`config.mk`:
```
export PLATFORM = sky130hd
export DESIGN_NAME = mbs_master
export DESIGN_NICKNAME = d
export VERILOG_FILES = /design/src/rtl/mbs_pkg.sv /design/src/rtl/mbs_tick.sv /design/src/rtl/mbs_shreg.sv /design/src/rtl/mbs_master.sv
export SDC_FILE = /design/constraint.sdc
export NUM_CORES = 1
export LEC_CHECK = 0
export BUFFER_PORTS_ARGS = -buffer_cell sky130_fd_sc_hd__buf_2
export CAP_MARGIN = 20
export CORE_ASPECT_RATIO = 0.75
export CORE_UTILIZATION = 45
export DETAILED_ROUTE_END_ITERATION = 8
export PLACE_DENSITY = 0.69
export RECOVER_POWER = 25
export SKIP_CTS_REPAIR_TIMING = 1
export SLEW_MARGIN = 20
export SYNTH_ARGS = -nofsm -noshare
export SYNTH_HDL_FRONTEND = slang
export SYNTH_SLANG_ARGS = --single-unit
```
`constraint.sdc`:
```
create_clock -name clk -period 3.1 [get_ports clk]
set_input_delay 0.155 -clock clk [delete_from_list [all_inputs] [get_ports clk]]
set_output_delay 0.155 -clock clk [all_outputs]
set_load 0.005 [all_outputs]
```
`src/rtl/mbs_pkg.sv`:
```
package mbs_pkg;

    localparam int MBS_MAX_LOG2 = 2;

    typedef enum logic [1:0] {
        S_IDLE,
        S_LEAD,
        S_SHIFT,
        S_TRAIL
    } mbs_state_e;

    // divider code -> log2 of the half period; codes above the last legal one clamp
    function automatic logic [1:0] half_log2_of(input logic [7:0] code);
        if (code > 8'(MBS_MAX_LOG2)) begin
            return 2'(MBS_MAX_LOG2);
        end
        return code[1:0];
    endfunction

endpackage

```
`src/rtl/mbs_tick.sv`:
```
module mbs_tick #(
    parameter int MAX_LOG2 = 2,
    localparam int CW = MAX_LOG2 + 1,
    localparam int LW = $clog2(MAX_LOG2 + 1)
) (
    input  logic          clk,
    input  logic          rst_n,
    input  logic          run,
    input  logic [LW-1:0] half_log2,
    output logic          tick
);

    logic [CW-1:0] cnt;
    logic [CW-1:0] lim;

    assign lim  = (CW'(1) << half_log2) - CW'(1);
    assign tick = run && (cnt == lim);

    always_ff @(posedge clk or negedge rst_n) begin
        if (!rst_n) begin
            cnt <= '0;
        end else if (!run || tick) begin
            cnt <= '0;
        end else begin
            cnt <= cnt + CW'(1);
        end
    end

    AST_TICK_GAP: assert property (@(posedge clk) disable iff (!rst_n)
        (tick && half_log2 != '0 && $stable(half_log2)) |=> !tick);

endmodule

```
`src/rtl/mbs_shreg.sv`:
```
module mbs_shreg #(
    parameter int BYTE_W = 8,
    parameter int MAX_BYTES = 3,
    localparam int TX_W = BYTE_W * MAX_BYTES,
    localparam int BI_W = $clog2(BYTE_W * (MAX_BYTES + 1) + 1),
    localparam int EW = BI_W + 1,
    localparam int LB = $clog2(BYTE_W)
) (
    input  logic              clk,
    input  logic              rst_n,
    input  logic              load,
    input  logic              finish,
    input  logic              edge_fire,
    input  logic [EW-1:0]     edge_cnt,
    input  logic [TX_W-1:0]   tx,
    input  logic [BI_W-1:0]   wbits,
    input  logic              lsb_first,
    input  logic              cpha,
    input  logic              miso,
    output logic              mosi,
    output logic              mosi_oe,
    output logic [BYTE_W-1:0] rx_byte
);

    logic            leading;
    logic            shift_edge;
    logic            rx_take;
    logic [BI_W-1:0] bidx;
    logic [BI_W-1:0] oidx;
    logic [BI_W-1:0] sel;
    logic [TX_W-1:0] tx_sh;

    assign leading    = ~edge_cnt[0];
    assign bidx       = edge_cnt[EW-1:1];
    assign shift_edge = cpha ? leading : ~leading;
    assign oidx       = load ? '0 : (cpha ? bidx : bidx + BI_W'(1));
    assign sel        = {oidx[BI_W-1:LB], lsb_first ? oidx[LB-1:0] : ~oidx[LB-1:0]};
    assign tx_sh      = tx >> sel;
    assign rx_take    = edge_fire && !shift_edge && (bidx >= wbits);

    always_ff @(posedge clk or negedge rst_n) begin
        if (!rst_n) begin
            mosi    <= 1'b0;
            mosi_oe <= 1'b0;
            rx_byte <= '0;
        end else if (load) begin
            mosi    <= tx_sh[0];
            mosi_oe <= 1'b1;
            rx_byte <= '0;
        end else begin
            if (finish) begin
                mosi_oe <= 1'b0;
            end
            if (edge_fire && shift_edge) begin
                if (oidx < wbits) begin
                    mosi <= tx_sh[0];
                end else begin
                    mosi_oe <= 1'b0;
                end
            end
            if (rx_take) begin
                rx_byte <= lsb_first ? {miso, rx_byte[BYTE_W-1:1]}
                                     : {rx_byte[BYTE_W-2:0], miso};
            end
        end
    end

    AST_RX_OE_LOW: assert property (@(posedge clk) disable iff (!rst_n)
        rx_take |-> !mosi_oe);
    AST_MOSI_HELD: assert property (@(posedge clk) disable iff (!rst_n)
        (!mosi_oe && $past(!mosi_oe)) |-> $stable(mosi));

endmodule

```
`src/rtl/mbs_master.sv`:
```
module mbs_master
    import mbs_pkg::*;
#(
    parameter int BYTE_W = 8,
    parameter int MAX_BYTES = 3,
    parameter int DIV_W = 3,
    localparam int NB_W = $clog2(MAX_BYTES + 1),
    localparam int TX_W = BYTE_W * MAX_BYTES,
    localparam int BI_W = $clog2(BYTE_W * (MAX_BYTES + 1) + 1),
    localparam int EW = BI_W + 1
) (
    input  logic              clk,
    input  logic              rst_n,
    input  logic              start,
    input  logic [TX_W-1:0]   tx_bytes,
    input  logic [NB_W-1:0]   byte_cnt,
    input  logic              rx_en,
    input  logic              lsb_first,
    input  logic              cpol,
    input  logic              cpha,
    input  logic [1:0]        cs_mask,
    input  logic [DIV_W-1:0]  div_sel,
    input  logic              miso,
    output logic              sclk,
    output logic              mosi,
    output logic              mosi_oe,
    output logic [1:0]        cs_n,
    output logic              busy,
    output logic              done,
    output logic [BYTE_W-1:0] rx_data
);

    mbs_state_e state, state_nxt;

    logic            tick;
    logic            edge_fire;
    logic            idle;
    logic            accept;
    logic            finish;
    logic [TX_W-1:0] tx_q;
    logic [NB_W-1:0] nb_q;
    logic [NB_W-1:0] nb_in;
    logic            rx_q;
    logic            lsb_q;
    logic            cpha_q;
    logic [1:0]      hlog_q;
    logic [EW-1:0]   edge_cnt;
    logic [EW-1:0]   last_edge;
    logic [BI_W-1:0] wbits;
    logic [BI_W-1:0] tbits;
    logic            sclk_q;
    logic [1:0]      cs_q;
    logic            done_q;

    assign idle      = (state == S_IDLE);
    assign accept    = idle && start;
    assign finish    = (state == S_TRAIL) && tick;
    assign edge_fire = tick && (state == S_LEAD || state == S_SHIFT);
    assign nb_in     = (byte_cnt == '0) ? NB_W'(1)
                     : ((int'(byte_cnt) > MAX_BYTES) ? NB_W'(MAX_BYTES) : byte_cnt);
    assign wbits     = BI_W'(int'(nb_q) * BYTE_W);
    assign tbits     = wbits + (rx_q ? BI_W'(BYTE_W) : '0);
    assign last_edge = {tbits, 1'b0} - EW'(1);

    mbs_tick #(
        .MAX_LOG2 (MBS_MAX_LOG2)
    ) u_tick (
        .clk       (clk),
        .rst_n     (rst_n),
        .run       (!idle),
        .half_log2 (hlog_q),
        .tick      (tick)
    );

    mbs_shreg #(
        .BYTE_W    (BYTE_W),
        .MAX_BYTES (MAX_BYTES)
    ) u_shreg (
        .clk       (clk),
        .rst_n     (rst_n),
        .load      (accept),
        .finish    (finish),
        .edge_fire (edge_fire),
        .edge_cnt  (edge_cnt),
        .tx        (accept ? tx_bytes : tx_q),
        .wbits     (wbits),
        .lsb_first (accept ? lsb_first : lsb_q),
        .cpha      (cpha_q),
        .miso      (miso),
        .mosi      (mosi),
        .mosi_oe   (mosi_oe),
        .rx_byte   (rx_data)
    );

    // state register
    always_ff @(posedge clk or negedge rst_n) begin
        if (!rst_n) begin
            state <= S_IDLE;
        end else begin
            state <= state_nxt;
        end
    end

    always_comb begin
        state_nxt = state;
        unique case (state)
            S_IDLE:  if (start) state_nxt = S_LEAD;
            S_LEAD:  if (tick) state_nxt = S_SHIFT;
            S_SHIFT: if (tick && edge_cnt == last_edge) state_nxt = S_TRAIL;
            S_TRAIL: if (tick) state_nxt = S_IDLE;
        endcase
    end

    // outputs and captured setup
    always_ff @(posedge clk or negedge rst_n) begin
        if (!rst_n) begin
            sclk_q   <= 1'b0;
            cs_q     <= 2'b11;
            done_q   <= 1'b0;
            edge_cnt <= '0;
            tx_q     <= '0;
            nb_q     <= NB_W'(1);
            rx_q     <= 1'b0;
            lsb_q    <= 1'b0;
            cpha_q   <= 1'b0;
            hlog_q   <= '0;
        end else begin
            done_q <= 1'b0;
            unique case (state)
                S_IDLE: begin
                    sclk_q <= cpol;
                    if (start) begin
                        cs_q     <= ~cs_mask;
                        edge_cnt <= '0;
                        tx_q     <= tx_bytes;
                        nb_q     <= nb_in;
                        rx_q     <= rx_en;
                        lsb_q    <= lsb_first;
                        cpha_q   <= cpha;
                        hlog_q   <= half_log2_of(8'(div_sel));
                    end
                end
                S_LEAD, S_SHIFT: begin
                    if (tick) begin
                        sclk_q   <= ~sclk_q;
                        edge_cnt <= edge_cnt + EW'(1);
                    end
                end
                S_TRAIL: begin
                    if (tick) begin
                        cs_q   <= 2'b11;
                        done_q <= 1'b1;
                    end
                end
            endcase
        end
    end

    assign sclk = sclk_q;
    assign cs_n = cs_q;
    assign done = done_q;
    assign busy = !idle;

    AST_CS_ON_START: assert property (@(posedge clk) disable iff (!rst_n)
        $rose(busy) |-> (cs_n == ~$past(cs_mask)));
    AST_SCLK_REST: assert property (@(posedge clk) disable iff (!rst_n)
        (!busy && $past(!busy) && $past(rst_n)) |-> (sclk == $past(cpol)));
    AST_DONE_PULSE: assert property (@(posedge clk) disable iff (!rst_n)
        done |=> !done);
    AST_DONE_IDLE: assert property (@(posedge clk) disable iff (!rst_n)
        done |-> (!busy && $past(busy) && cs_n == 2'b11));
    AST_SETUP_HELD: assert property (@(posedge clk) disable iff (!rst_n)
        (busy && $past(busy)) |-> ($stable(nb_q) && $stable(cpha_q) && $stable(cs_q) && $stable(hlog_q)));

endmodule

```
# Word-level counts from Yosys, hierarchy flattened
# Index checks and enable logic that the tools add are counted.
# totals
regBits,57
output_inout_bits,15
# op_classes
addsub,6
order_cmp,3
n_eq_ne,10
n_shift,2
muxes,39
bitwise_logic,4
n_reduce_logical,26
# ops
cell,count
$mux W24,1
$mux W8,3
$shr A24 B6 Y1,1
$mux W2,9
$mux W1,15
$mux W7,2
$pmux W7 S2,1
$mux W6,2
$reduce_bool A2 Y1,5
$logic_and A1 B1 Y1,8
$ne A2 B2 Y1 const B,4
$pmux W2 S4,1
$add A7 B1 Y7 const B,1
$eq A7 B7 Y1,1
$sub A7 B1 Y7 const B,1
$add A5 B4 Y6,1
$add A6 B1 Y6 const B,1
$ge A6 B5 Y1,1
$lt A6 B5 Y1,1
$mux W3,2
$reduce_and A2 Y1,3
$reduce_and A3 Y1,2
$eq A2 B2 Y1 const B,2
$logic_not A2 Y1,2
other kinds (17),20

# Longest topological paths before layout
# logic_depth
ltp_word,9
ltp_mapped,12

# Cells and area by module
# Synthesis repeated with hierarchy kept, for this count alone.
# hier_totals
cells_unflattened,381
area_unflattened_um2,3837.4
# modules_own_cells
module,n_inst,cells_per_inst,area_per_inst_um2,seq_area_each_um2
mbs_master,1,171,2109.5,1104.8
mbs_shreg,1,192,1549.0,250.2
mbs_tick,1,18,178.9,75.1

# Worst setup path before layout
# OpenSTA, ideal clock, no wires.
# synth_path
path_type,register to register
start,register state[0]
end,register u_shreg.mosi
setup_ns,0.095
arrival_time_ns,2.680
t_required_ns,3.005
path_slack_ns,0.325
stages_incl_launch_ff,13
n_path_buf,3
cell_sequence,dfrtp_1 -> inv_1 -> ha_1 -> buf_2 -> and2_1 -> buf_2 -> buf_1 -> nor2_1 -> ha_1 -> a221oi_1 -> nand3_1 -> a32o_1 -> o31ai_1
# synth_between
elab_chain_len,9
word_cells_on_any_way,22
cone_classes,order compare: 1; eq/ne: 2; shift: 1; mux: 7; bitwise: 1; reduce/logical: 10
# synth_rtl
element,line_no,text
start: declaration,mbs_master.sv:33,"mbs_state_e state, state_nxt;"
start signal: assignment,mbs_master.sv:100,state <= state_nxt;
$logic_not A2 Y1,mbs_master.sv:55,assign idle = (state == S_IDLE);
$logic_and A1 B1 Y1,mbs_master.sv:56,assign accept = idle && start;
$mux W6,mbs_shreg.sv:36,assign oidx = load ? '0 : (cpha ? bidx : bidx + BI_W'(1));
$not A3 Y3,mbs_shreg.sv:37,"assign sel = {oidx[BI_W-1:LB], lsb_first ? oidx[LB-1:0] : ~oidx[LB-1:0]};"
$mux W3,mbs_shreg.sv:37,
$shr A24 B6 Y1,mbs_shreg.sv:38,assign tx_sh = tx >> sel;
$mux W1,mbs_shreg.sv:55,if (oidx < wbits) begin
$mux W1,mbs_shreg.sv:54,if (edge_fire && shift_edge) begin
$mux W1,mbs_shreg.sv:46,end else if (load) begin
end signal: assignment,mbs_shreg.sv:47,mosi <= tx_sh[0];
end signal: assignment,mbs_shreg.sv:56,mosi <= tx_sh[0];
end: declaration,mbs_shreg.sv:20,"output logic mosi,"
# Several ways; a longest one is shown, not always the timed one. The select of a mux whose other input is x is not followed.
# A chain may end at the register's enable or synchronous reset.

# Worst setup path after layout
# layout_path
start,register edge_cnt[2]
end,register u_shreg.mosi
# layout_between
elab_chain_len,9
word_cells_on_any_way,12
cone_classes,add/sub: 1; order compare: 1; shift: 1; mux: 6; bitwise: 1; reduce/logical: 2
# layout_rtl
element,line_no,text
start: declaration,mbs_master.sv:47,logic [EW-1:0] edge_cnt;
start signal: assignment,mbs_master.sv:146,edge_cnt <= edge_cnt + EW'(1);
$add A6 B1 Y6,mbs_shreg.sv:36,
$mux W6 * (2 in a row),mbs_shreg.sv:36,
$not A3 Y3,mbs_shreg.sv:37,
$mux W3,mbs_shreg.sv:37,
$shr A24 B6 Y1,mbs_shreg.sv:38,
$mux W1,mbs_shreg.sv:55,
$mux W1,mbs_shreg.sv:54,
$mux W1,mbs_shreg.sv:46,
# Mark *: on every way between the ends. The rest lies on a longest branch, timed or not. The select of a mux whose other input is x is not followed.

==> impl_metrics.tcl <==
set metrics [dict create \
    wl_met3_um 509 \
    crit_path_max_fanout 7 \
    portBuffers 53 \
    maxSlewHeadroom_pct -7.54 \
    synth_top_area_share_pct 40.3 \
    n_antenna_cell 0 \
    reg2reg_depth 10 \
    drt_wl_total_um 7600 \
    antenna_found_initial 0 \
    ant_nets 0 \
    setup.worst_path.end_class "flip-flop" \
    crit_required_ps 3350 \
    hold_class "input port to flip-flop" \
    min_period_ps 2770 \
    status "finished, violations left" \
    start_util_pct 48.0 \
    async_flop_share_pct 100 \
    nets 488 \
    ios 54 \
    syn_to_final_growth_pct 18.4 \
    synth_edf_count 0 \
    violations "max-capacitance violations, max-slew violations" \
    ys_ff_latch 57 \
    slew_viol_final 30 \
    wire_per_inst_um 14.1 \
    vias 2797 \
    grt_setup_unrepaired "no" \
    multi_input_area_um2 1790 \
    hp-start "tx_bytes[9]" \
    die_x_um 102 \
    synth.most_common_cell "nand2_1" \
    setup_tns_ps 0 \
    route.top_layer_used "met4" \
    met2_length_um 3110 \
    synthCells 372 \
    gp_congestion 0.860 \
    gr-usage-all-layers_pct 21.9 \
    placed_cell_area_um2 3740 \
    hold_violations 0 \
    ir_drop_uv 453 \
    fp-row-count 26 \
    fin_util_pct 56.9 \
    drtPass1Iterations 5 \
    synthFlopType "dfrtp_1" \
    crit_path_cell_trace "ha_1 > nor2b_1 > nand3_1 > xor2_1 > nor2_1 > ha_1 > a221oi_1 > nand3_1 > a32o_1 > o31ai_1" \
    ys_seq_area_share_pct 42.6 \
    worst_pin_slew_ps 1610 \
    fin_crit_sh_pct 89.4 \
    overflow 0 \
    synthesis.nets 426 \
    timing.rr.start "edge_cnt[2]$_DFFE_PN0P_" \
    root_buffer "clkbuf_8" \
    path_class "flip-flop to flip-flop" \
    synth_area_per_cell_um2 9.02 \
    r2r_slack_ps 330 \
    drt_iter0_markers 160 \
    final_area_um2 3980 \
    insertion_delay_ps 350 \
    synth_common_cells "90 x nand2_1, 54 x dfrtp_1, 31 x nor2_1, 15 x ha_1" \
    regArea_um2 1430 \
    yosys.area.top_type "dfrtp_1" \
    grt_max_degree 30 \
    crit_path_top_delay_cell "dfrtp_1" \
    cts.path.max_buffers 2 \
    grt_pass1_vias 2755 \
    design.core.area_um2 6990 \
    wl_met1_um 3860 \
    ys_types 51 \
    netlist_top_cells_area "dfrtp_1 40%, nand2_1 10%, ha_1 5.6%" \
    p_per_area_nw_per_um2 924 \
    die_h_um 76.8 \
    clock-sinks 57 \
    dpl.cell_count 517 \
    fin_cells 537 \
    clkTransAtPathRegs_ps 70 \
    finClkSkew_ps 9.81 \
    remaining_drc_errors 0 \
    via_per_inst 5.21 \
    critPathLaunch "edge_cnt[2]$_DFFE_PN0P_" \
    max_stage_delay_ps 450 \
    fp.dieArea_um2 7810 \
    layout-drive-gt1-share_pct 23.7 \
    tritoncts "yes" \
    ys_warn_count 0 \
    syn_area_um2 3360 \
    p_leak_uw 0.00202 \
    endpoint "u_shreg.mosi$_DFFE_PN0P_" \
    cts_buffers 9 \
    setup_violations 0 \
    fillers 646 \
    start_kind "flip-flop" \
    arrival_ps 3020 \
    cap_violations 1 \
    r2r_end "u_shreg.mosi$_DFFE_PN0P_" \
    grt_pass1_wl_um 13200 \
    fmax_ghz 0.361 \
    htreeDepth 3 \
    hpwlAfterDp_um 5590 \
]
## flip-flops by register name (all words and copies together) (netlist names)
name,cells
u_shreg.mosi_oe,1
state,2
tx_q,24
u_shreg.mosi,1
lsb_q,1
nb_q,2
rx_q,1
u_shreg.rx_byte,8
edge_cnt,7
hlog_q,2
sclk,1
done,1
cs_n,2
cpha_q,1
u_tick.cnt,3
## logic make-up (layout without fill, tap and decap cells)
| kind of cell | Yosys count | count (layout) | synth area share (%) |
|---|---|---|---|
| AO/OA/AOI/OAI | 61 | 61 | 12.4 |
| XOR/XNOR | 18 | 18 | 5.33 |
| adder cells (fa/ha/maj) | 15 | 15 | 5.59 |
| buffers and inverters | 32 | 99 | 4.25 |
| flip-flops | 57 | 57 | 42.6 |
| multiplexers | 25 | 25 | 7.94 |
| AND/OR/NAND/NOR | 164 | 164 | 21.9 |
## layout by cell type (no fill, tap or decap), types with 3 or more instances in the layout
master    count
clkbuf_8     10
clkbuf_1      4
o211ai_1      3
nand3_1       7
xnor2_1       9
or3_1         3
nand2_1      90
mux2_2       10
dfstp_2       3
a21oi_1      12
nor3b_1       3
xor2_1        7
nor2_1       31
a21boi_0      3
mux2i_1      13
and2_1        4
ha_1         15
a22o_1        3
dfrtp_1      54
nand3b_1      6
buf_4        14
o21ai_0      14
a31oi_1       3
inv_1        14
and3_1        3
buf_2        50
nor3_1        6
a211oi_1      7
## per-stage QoR
| step | worst slack (ps) | power [µW] | hold slack [ps] |
|---|---|---|---|
| after floorplan | 325 | 2470 | -141 |
| after global placement | 372 | 2880 | 226 |
| after detailed placement | 308 | 2940 | 234 |
| after CTS | 294 | 3650 | -138 |
| after global routing | 23.8 | 4000 | 10.4 |
| final | 329 | 3670 | 0.430 |
## how the worst min path moves through the flow
stage	to	slack [ps]	cells after the start
floorplan	cpha_q$_DFFE_PN0P_	-140	0
global placement	u_tick.cnt[2]$_DFF_PN0_	230	1
detailed placement	u_tick.cnt[2]$_DFF_PN0_	230	1
CTS	lsb_q$_DFFE_PN0P_	-140	1
global route	tx_q[12]$_DFFE_PN0P_	10	3
finish	tx_q[9]$_DFFE_PN0P_	0.4	3
## layer usage
metal	GRT usage [%]	vias up
li1	-	1396
met1	32.0	1302
met2	30.7	88
met3	7.84	11
met4	4.78	0
met5	0	-
## worst max-delay path: cells and delay by family, from the launching register on
kind,cells,cell delay [ps]
AOI/OAI and AO/OA,3,800
xor gates and xnor gates,1,170
adders and majority gates,2,540
DFF,1,450
and+or+nand+nor,4,730
## power breakdown
part           leakage [µW]  internal, µW  switching (µW)  total [µW]
Sequential         0.000721          1030             186        1210
Clock             0.0000953           390             306         696
Combinational       0.00121           771             995        1770
Total               0.00202          2190            1490        3670
## final cells by class
class / instances / area share, %
Tap cell: 98 / 3.08
Clock inverter: 5 / 1.38
Sequential cell: 57 / 36.0
Multi-Input combinational cell: 283 / 45.0
Timing Repair Buffer: 69 / 9.72
Clock buffer: 11 / 3.56
Inverter: 14 / 1.32
Note: power is estimated with default switching activity, not from simulation.
